--- src/rtl/sss_pkg.sv ---
package sss_pkg;
  // One-cycle edge events of the synchronised transfer clock
  typedef struct packed {
    logic rise;
    logic fall;
  } sck_evt_t;
endpackage

--- src/rtl/sss_sync.sv ---
// Multi-stage synchroniser for a bundle of asynchronous inputs
module sss_sync #(
  parameter int             W       = 2,
  parameter int             STAGES  = 2,
  parameter logic [W-1:0]   RST_VAL = '1
) (
  input  logic         clk,
  input  logic         rst,
  input  logic [W-1:0] d_in,
  output logic [W-1:0] q_out
);
  logic [W-1:0] stg [STAGES];

  always_ff @(posedge clk) begin
    if (rst) begin
      for (int i = 0; i < STAGES; i++) stg[i] <= RST_VAL;
    end else begin
      stg[0] <= d_in;
      for (int i = 1; i < STAGES; i++) stg[i] <= stg[i-1];
    end
  end

  assign q_out = stg[STAGES-1];
endmodule

--- src/rtl/sss_rx.sv ---
// Receive shifter and bit counter
module sss_rx
  import sss_pkg::*;
#(
  parameter int DATA_W = 8,
  localparam int CNT_W = (DATA_W > 1) ? $clog2(DATA_W) : 1
) (
  input  logic              clk,
  input  logic              rst,
  input  sck_evt_t          evt,
  input  logic              sdi_s,
  input  logic              busy_q,
  output logic [CNT_W-1:0]  bit_cnt,
  output logic              done,
  output logic              rx_valid,
  output logic [DATA_W-1:0] rx_byte
);
  localparam logic [CNT_W-1:0] LAST = CNT_W'(DATA_W - 1);

  logic [DATA_W-1:0] sr;
  logic              start;
  logic [DATA_W-1:0] sr_nxt;

  assign start  = evt.fall & ~busy_q;
  assign done   = evt.rise & (bit_cnt == LAST);
  assign sr_nxt = {sdi_s, sr[DATA_W-1:1]};

  always_ff @(posedge clk) begin
    if (rst) begin
      sr       <= '0;
      bit_cnt  <= '0;
      rx_valid <= 1'b0;
      rx_byte  <= '0;
    end else begin
      rx_valid <= 1'b0;
      if (evt.rise) begin
        sr      <= sr_nxt;
        bit_cnt <= done ? '0 : bit_cnt + 1'b1;
        if (done) begin
          rx_byte  <= sr_nxt;
          rx_valid <= 1'b1;
        end
      end else if (start) begin
        bit_cnt <= '0;
      end
    end
  end


  rx_valid_pulse_chk: assert property (@(posedge clk) disable iff (rst)
    rx_valid |=> !rx_valid);


  busy_during_byte_chk: assert property (@(posedge clk) disable iff (rst)
    (bit_cnt != '0) |-> busy_q);
endmodule

--- src/rtl/sss_tx.sv ---
// Transmit shifter: preset by load, refilled with ones after each byte
module sss_tx #(
  parameter int DATA_W = 8
) (
  input  logic              clk,
  input  logic              rst,
  input  logic              shift,
  input  logic              done,
  input  logic              tx_load,
  input  logic [DATA_W-1:0] tx_byte,
  output logic              sdo
);
  logic [DATA_W-1:0] sr;

  always_ff @(posedge clk) begin
    if (rst)          sr <= '1;
    else if (tx_load) sr <= tx_byte;
    else if (done)    sr <= '1;
    else if (shift)   sr <= {1'b1, sr[DATA_W-1:1]};
  end

  assign sdo = sr[0];


  idle_fill_chk: assert property (@(posedge clk) disable iff (rst)
    (done && !tx_load) |=> sdo);
endmodule

--- src/rtl/sss_busy.sv ---
// Busy handshake: transfer in progress or internal request
module sss_busy (
  input  logic clk,
  input  logic rst,
  input  logic start_evt,
  input  logic done,
  input  logic busy_req,
  output logic busy_q
);
  logic active;

  always_ff @(posedge clk) begin
    if (rst) begin
      active <= 1'b0;
      busy_q <= 1'b1;
    end else begin
      if (done)                   active <= 1'b0;
      else if (start_evt && !active) active <= 1'b1;
      busy_q <= busy_req | active;
    end
  end
endmodule

--- src/rtl/sync_serial_slave.sv ---
module sync_serial_slave
  import sss_pkg::*;
#(
  parameter int DATA_W      = 8,
  parameter int SYNC_STAGES = 2
) (
  input  logic              clk,
  input  logic              rst,
  input  logic              sck_in,
  input  logic              sdi,
  output logic              sdo,
  output logic              busy_out,
  input  logic              busy_req,
  input  logic              tx_load,
  input  logic [DATA_W-1:0] tx_byte,
  output logic              rx_valid,
  output logic [DATA_W-1:0] rx_byte
);
  localparam int CNT_W = (DATA_W > 1) ? $clog2(DATA_W) : 1;

  logic [1:0]       pins_s;
  logic             sck_s, sdi_s, sck_d;
  sck_evt_t         evt;
  logic [CNT_W-1:0] bit_cnt;
  logic             done;
  logic             tx_shift;

  sss_sync #(.W(2), .STAGES(SYNC_STAGES), .RST_VAL(2'b11)) i_sync (
    .clk(clk), .rst(rst), .d_in({sck_in, sdi}), .q_out(pins_s));

  assign sck_s = pins_s[1];
  assign sdi_s = pins_s[0];

  always_ff @(posedge clk) begin
    if (rst) sck_d <= 1'b1;
    else     sck_d <= sck_s;
  end

  assign evt.rise = sck_s & ~sck_d;
  assign evt.fall = ~sck_s & sck_d;
  assign tx_shift = evt.fall & (bit_cnt != '0);

  sss_rx #(.DATA_W(DATA_W)) i_rx (
    .clk(clk), .rst(rst), .evt(evt), .sdi_s(sdi_s), .busy_q(busy_out),
    .bit_cnt(bit_cnt), .done(done), .rx_valid(rx_valid), .rx_byte(rx_byte));

  sss_tx #(.DATA_W(DATA_W)) i_tx (
    .clk(clk), .rst(rst), .shift(tx_shift), .done(done),
    .tx_load(tx_load), .tx_byte(tx_byte), .sdo(sdo));

  sss_busy i_busy (
    .clk(clk), .rst(rst), .start_evt(evt.fall), .done(done),
    .busy_req(busy_req), .busy_q(busy_out));


  busy_release_chk: assert property (@(posedge clk) disable iff (rst)
    (rx_valid && !busy_req) |=> !busy_out);


  busy_req_hold_chk: assert property (@(posedge clk) disable iff (rst)
    busy_req |=> busy_out);
endmodule

--- config.mk ---
export PLATFORM = sky130hd
export DESIGN_NAME = sync_serial_slave
export DESIGN_NICKNAME = d
export VERILOG_FILES = /design/src/rtl/sss_pkg.sv /design/src/rtl/sss_sync.sv /design/src/rtl/sss_rx.sv /design/src/rtl/sss_tx.sv /design/src/rtl/sss_busy.sv /design/src/rtl/sync_serial_slave.sv
export SDC_FILE = /design/constraint.sdc
export NUM_CORES = 1
export LEC_CHECK = 0
export ABC_CLOCK_PERIOD_IN_PS = 3900
export BUFFER_PORTS_ARGS = -buffer_cell sky130_fd_sc_hd__buf_2
export CORE_AREA = 2 2 43 85
export CTS_BUF_LIST = sky130_fd_sc_hd__clkbuf_4 sky130_fd_sc_hd__clkbuf_8
export DETAILED_ROUTE_END_ITERATION = 8
export DIE_AREA = 0 0 45 87
export HOLD_SLACK_MARGIN = 0.15
export PLACE_DENSITY = 0.59
export SLEW_MARGIN = 10
export SYNTH_ARGS = -nofsm -noshare
export SYNTH_HDL_FRONTEND = slang
export SYNTH_HIERARCHICAL = 1
export SYNTH_SLANG_ARGS = --single-unit
--- constraint.sdc ---
create_clock -name clk -period 3.9 [get_ports clk]
set_input_delay 0.39 -clock clk [delete_from_list [all_inputs] [get_ports clk]]
set_output_delay 0.39 -clock clk [all_outputs]
set_load 0.01 [all_outputs]
==> qor.txt <==
STATUS
--------------------------------------------------------------------------------
Status                                                              complete, no violations

SETUP PATH
--------------------------------------------------------------------------------
Cell family with the largest share of critical-path delay           simple AND/OR/NAND/NOR gates
Worst setup path category                                           flip-flop to flip-flop
Critical path buffers and inverters                                            1
Maximum fanout along the worst path                                           18
CP peak stage delay                                                      0.44 ns
Crit. End Element                                                      flip-flop
Required time at the worst-slack endpoint                                4.13 ns
Startpoint types                                                       flip-flop
Arrival @ worst endpoint                                                 2.05 ns
List of cells traversed by the critical path                        ha_1 > ha_1 > nand2_2 > inv_4 > nor3_2 > a221o_1
Critical Path Most Common Cell                                      sky130_fd_sc_hd__ha_1
Critical path's slowest cell                                        sky130_fd_sc_hd__nor3_2

CTS
--------------------------------------------------------------------------------
Clock latency on the worst-skew pair                                     0.28 ns
Max Root-Sink Buffers                                                          2
Root Buffer Master                                                  sky130_fd_sc_hd__clkbuf_8
Buffer count from post-CTS setup fixing                                        0
Number of buffers inserted during clock tree synthesis                         5
Post-cts resize count                                                          0
# H-tree levels                                                                2
Clock tree from TritonCTS                                                   done
Count of clock tree sinks                                                     34
Hold buffer count at CTS                                                       0
Reg clk slew, reported paths                                             0.07 ns

PLACE
--------------------------------------------------------------------------------
Detailed-placement wirelength estimate                                   1530 um
GPL Wtd Cong                                                               0.696
IO buf count                                                                  24
Post-Place Worst Slack                                                   2.10 ns
Post-Place Cell Area                                                 0.00145 mm2

STA
--------------------------------------------------------------------------------
Maximum achievable frequency                                             550 MHz
Transition time at the pin with the least slew margin                   0.634 ns
Setup repair after global routing missed its margin                           no
Worst relative slew slack                                                  57.7%
Setup Skew                                                            0.00391 ns
Pins Over Slew Limit                                                           0
Least setup slack across all paths after layout                          2.08 ns
Setup_tns                                                                   0 ns
Post-route clock period utilization                                        46.6%
Final Critical Period                                                    1.82 ns
Final-report hold violation count                                              0
Final number of setup-violating endpoints                                      0

GRT
--------------------------------------------------------------------------------
First-pass GRT wire length                                               4010 um
Via count of the first global-routing pass                                   934
GRT Resource Usage Total                                                   14.1%
Maximum number of pins on one net before global-route repair                  35
Residual overflow from global routing                                          0
Number of antenna violations at the first check in global routing              0

FINAL LAYOUT
--------------------------------------------------------------------------------
Commonest cells after routing, fill and taps aside                  sky130_fd_sc_hd__dfxtp_1, sky130_fd_sc_hd__buf_2, sky130_fd_sc_hd__nand2_1
Layout cells sized above 1                                                 30.1%
Layout overhead on the synthesized area                                    14.5%
Most common library cell in the layout ignoring fill and taps       sky130_fd_sc_hd__dfxtp_1
Total non-filler cell area in the finished layout                    0.00155 mm2
Post-layout nets                                                             171
Seq. cell area                                                           681 um2
# diodes                                                                       0
Footprint of the multi-input gates                                       603 um2
Fill count                                                                   334

ROUTE
--------------------------------------------------------------------------------
Ratio of routed vias to standard cells                                      5.21
Detailed-route DRC error count                                                 0
Count of vias placed by the detailed router                                  980
Post-Route WL                                                            2380 um
Detailed Route Iter0 Violations                                               18
Iteration count of the initial detailed-routing pass                           4
Avg WL per Cell                                                          12.6 um
Number of routed nets with antenna violations                                  0

PWR
--------------------------------------------------------------------------------
Logic pwr share                                                             5.5%
Cell Pwr Density                                                      431 mW/mm2
Clk pwr share                                                              40.4%
Psw                                                                     0.143 mW
Switching share of total power                                             21.5%
Worst supply voltage drop on vdd                                          318 uV
Internal power                                                          0.525 mW
Register share of total power                                              54.1%
Lkg Pwr                                                                 0.635 nW

LOGIC SYNTHESIS
--------------------------------------------------------------------------------
Yosys synthesis warning count                                                  6
Syn Inst Count                                                               132
Post-synthesis instance area                                         0.00135 mm2
Distinct cell type count of the synthesized netlist                           32
Mean cell area of the mapped netlist                                    10.2 um2
Synthesized net count                                                        148
Sequential fraction of the synthesis area                                  50.3%
Seq cells post-synth                                                          34

FLOORPLANNING
--------------------------------------------------------------------------------
Num ports                                                                     25
Initial Utilization                                                        40.9%
Horiz. Die Dim                                                             45 um
Die boundary height                                                        87 um
Area of the placeable core                                           0.00330 mm2
Rows                                                                          30
DIE AREA                                                             0.00392 mm2

WORST HOLD PATH
--------------------------------------------------------------------------------
Type of the worst min-delay path                                    primary input to flip-flop

JOB
--------------------------------------------------------------------------------
Max-capacitance violation count                                                0

Yosys cell counts:
master / n / area, um2
sky130_fd_sc_hd__buf_2: 2 / 10.0
sky130_fd_sc_hd__nor4_1: 1 / 6.26
sky130_fd_sc_hd__nand2b_1: 7 / 43.8
sky130_fd_sc_hd__inv_4: 1 / 6.26
sky130_fd_sc_hd__nand2_1: 16 / 60.1
sky130_fd_sc_hd__nor2b_4: 1 / 13.8
sky130_fd_sc_hd__a221o_1: 7 / 70.1
sky130_fd_sc_hd__dfxtp_1: 34 / 681
sky130_fd_sc_hd__o21bai_1: 1 / 7.51
sky130_fd_sc_hd__a211o_1: 7 / 61.3
sky130_fd_sc_hd__a21oi_2: 8 / 70.1
sky130_fd_sc_hd__or2_1: 5 / 31.3
sky130_fd_sc_hd__nor2b_1: 1 / 6.26
sky130_fd_sc_hd__nand2_2: 2 / 12.5
sky130_fd_sc_hd__or3_1: 1 / 6.26
sky130_fd_sc_hd__a21oi_1: 2 / 10.0
sky130_fd_sc_hd__mux2i_1: 7 / 70.1
sky130_fd_sc_hd__and2b_2: 1 / 8.76
sky130_fd_sc_hd__nand3b_1: 1 / 7.51
sky130_fd_sc_hd__ha_1: 2 / 25.0
sky130_fd_sc_hd__a31oi_1: 1 / 6.26
sky130_fd_sc_hd__buf_4: 3 / 22.5
sky130_fd_sc_hd__nand3_1: 2 / 10.0
sky130_fd_sc_hd__o31a_1: 1 / 8.76
sky130_fd_sc_hd__clkbuf_1: 1 / 3.75
sky130_fd_sc_hd__or2b_1: 1 / 7.51
sky130_fd_sc_hd__nor3_1: 1 / 5.00
sky130_fd_sc_hd__nor3_2: 1 / 10.0
sky130_fd_sc_hd__inv_2: 1 / 3.75
sky130_fd_sc_hd__buf_6: 2 / 22.5
sky130_fd_sc_hd__nor3b_1: 1 / 7.51
sky130_fd_sc_hd__nor2_1: 10 / 37.5
through the flow:
| stage | total power [mW] | hold slack [ns] | utilization [%] | cells |
|---|---|---|---|---|
| after floorplan | 0.396 | 0.383 | - | 132 |
| final | 0.668 | 0.279 | 46.9 | 188 |
| after detailed placement | 0.407 | 0.396 | 44.0 | 180 |
| after global routing | 0.697 | 0.284 | 46.9 | 188 |
| after global placement | 0.406 | 0.388 | 44.0 | 180 |
| after CTS | 0.679 | 0.266 | 46.9 | 188 |
path summary, 6_finish.rpt:
path | from | endpoint | slack [ns] | cells past startpoint
worst max-delay path | i_rx/bit_cnt[0]$_SDFFE_PP0P_ | i_tx/sr[4]$_SDFFE_PP1P_ | 2.08 | 6
worst min-delay path | sck_in | i_sync/stg[0][1]$_SDFF_PP1_ | 0.28 | 2
worst max register to register | i_rx/bit_cnt[0]$_SDFFE_PP0P_ | i_tx/sr[4]$_SDFFE_PP1P_ | 2.08 | 6
worst min register to register | i_sync/stg[0][0]$_SDFF_PP1_ | i_sync/stg[0][2]$_SDFF_PP1_ | 0.41 | 1
layout make-up:
class	instances	share of cell area [%]
sequential	34	43.9
clock buffer	7	5.82
timing repair buffer	24	7.75
tap	32	2.58
clock inverter	1	0.323
inverter	2	0.646
multi-input combinational	88	38.9
power groups by stage:
stage / Sequential (mW) / Clock (mW) / Combinational, mW
2_1_floorplan: 0.369 / 0 / 0.0272
4_1_cts: 0.362 / 0.280 / 0.0374
3_5_place_dp: 0.369 / 0 / 0.0373
6_report: 0.362 / 0.270 / 0.0368
5_1_grt: 0.362 / 0.293 / 0.0415
3_3_place_gp: 0.369 / 0 / 0.0369
kinds of logic after synthesis:
logic type	after synthesis	synth area share, %
adders and majority gates	2	1.85
DFF	34	50.3
AOI/OAI and AO/OA	27	17.3
buffers and inverters	10	5.09
muxes	7	5.18
and+or+nand+nor	52	20.3
registers in the layout, summed over array words and instances (netlist names):
signal,cells
i_rx/rx_byte,8
i_busy/active,1
sck_d,1
i_sync/stg,4
i_busy/busy_q,1
i_rx/rx_valid,1
i_rx/bit_cnt,3
i_tx/sr,8
i_rx/sr,7
layer usage:
metal / part of all wire (%) / track usage, %
met1: 46 / 16.9
met2: 48 / 21.0
met3: 4.2 / 4.36
met4: 1.8 / 8.82
met5: 0 / 0
Power figures use the tool's default switching activity.
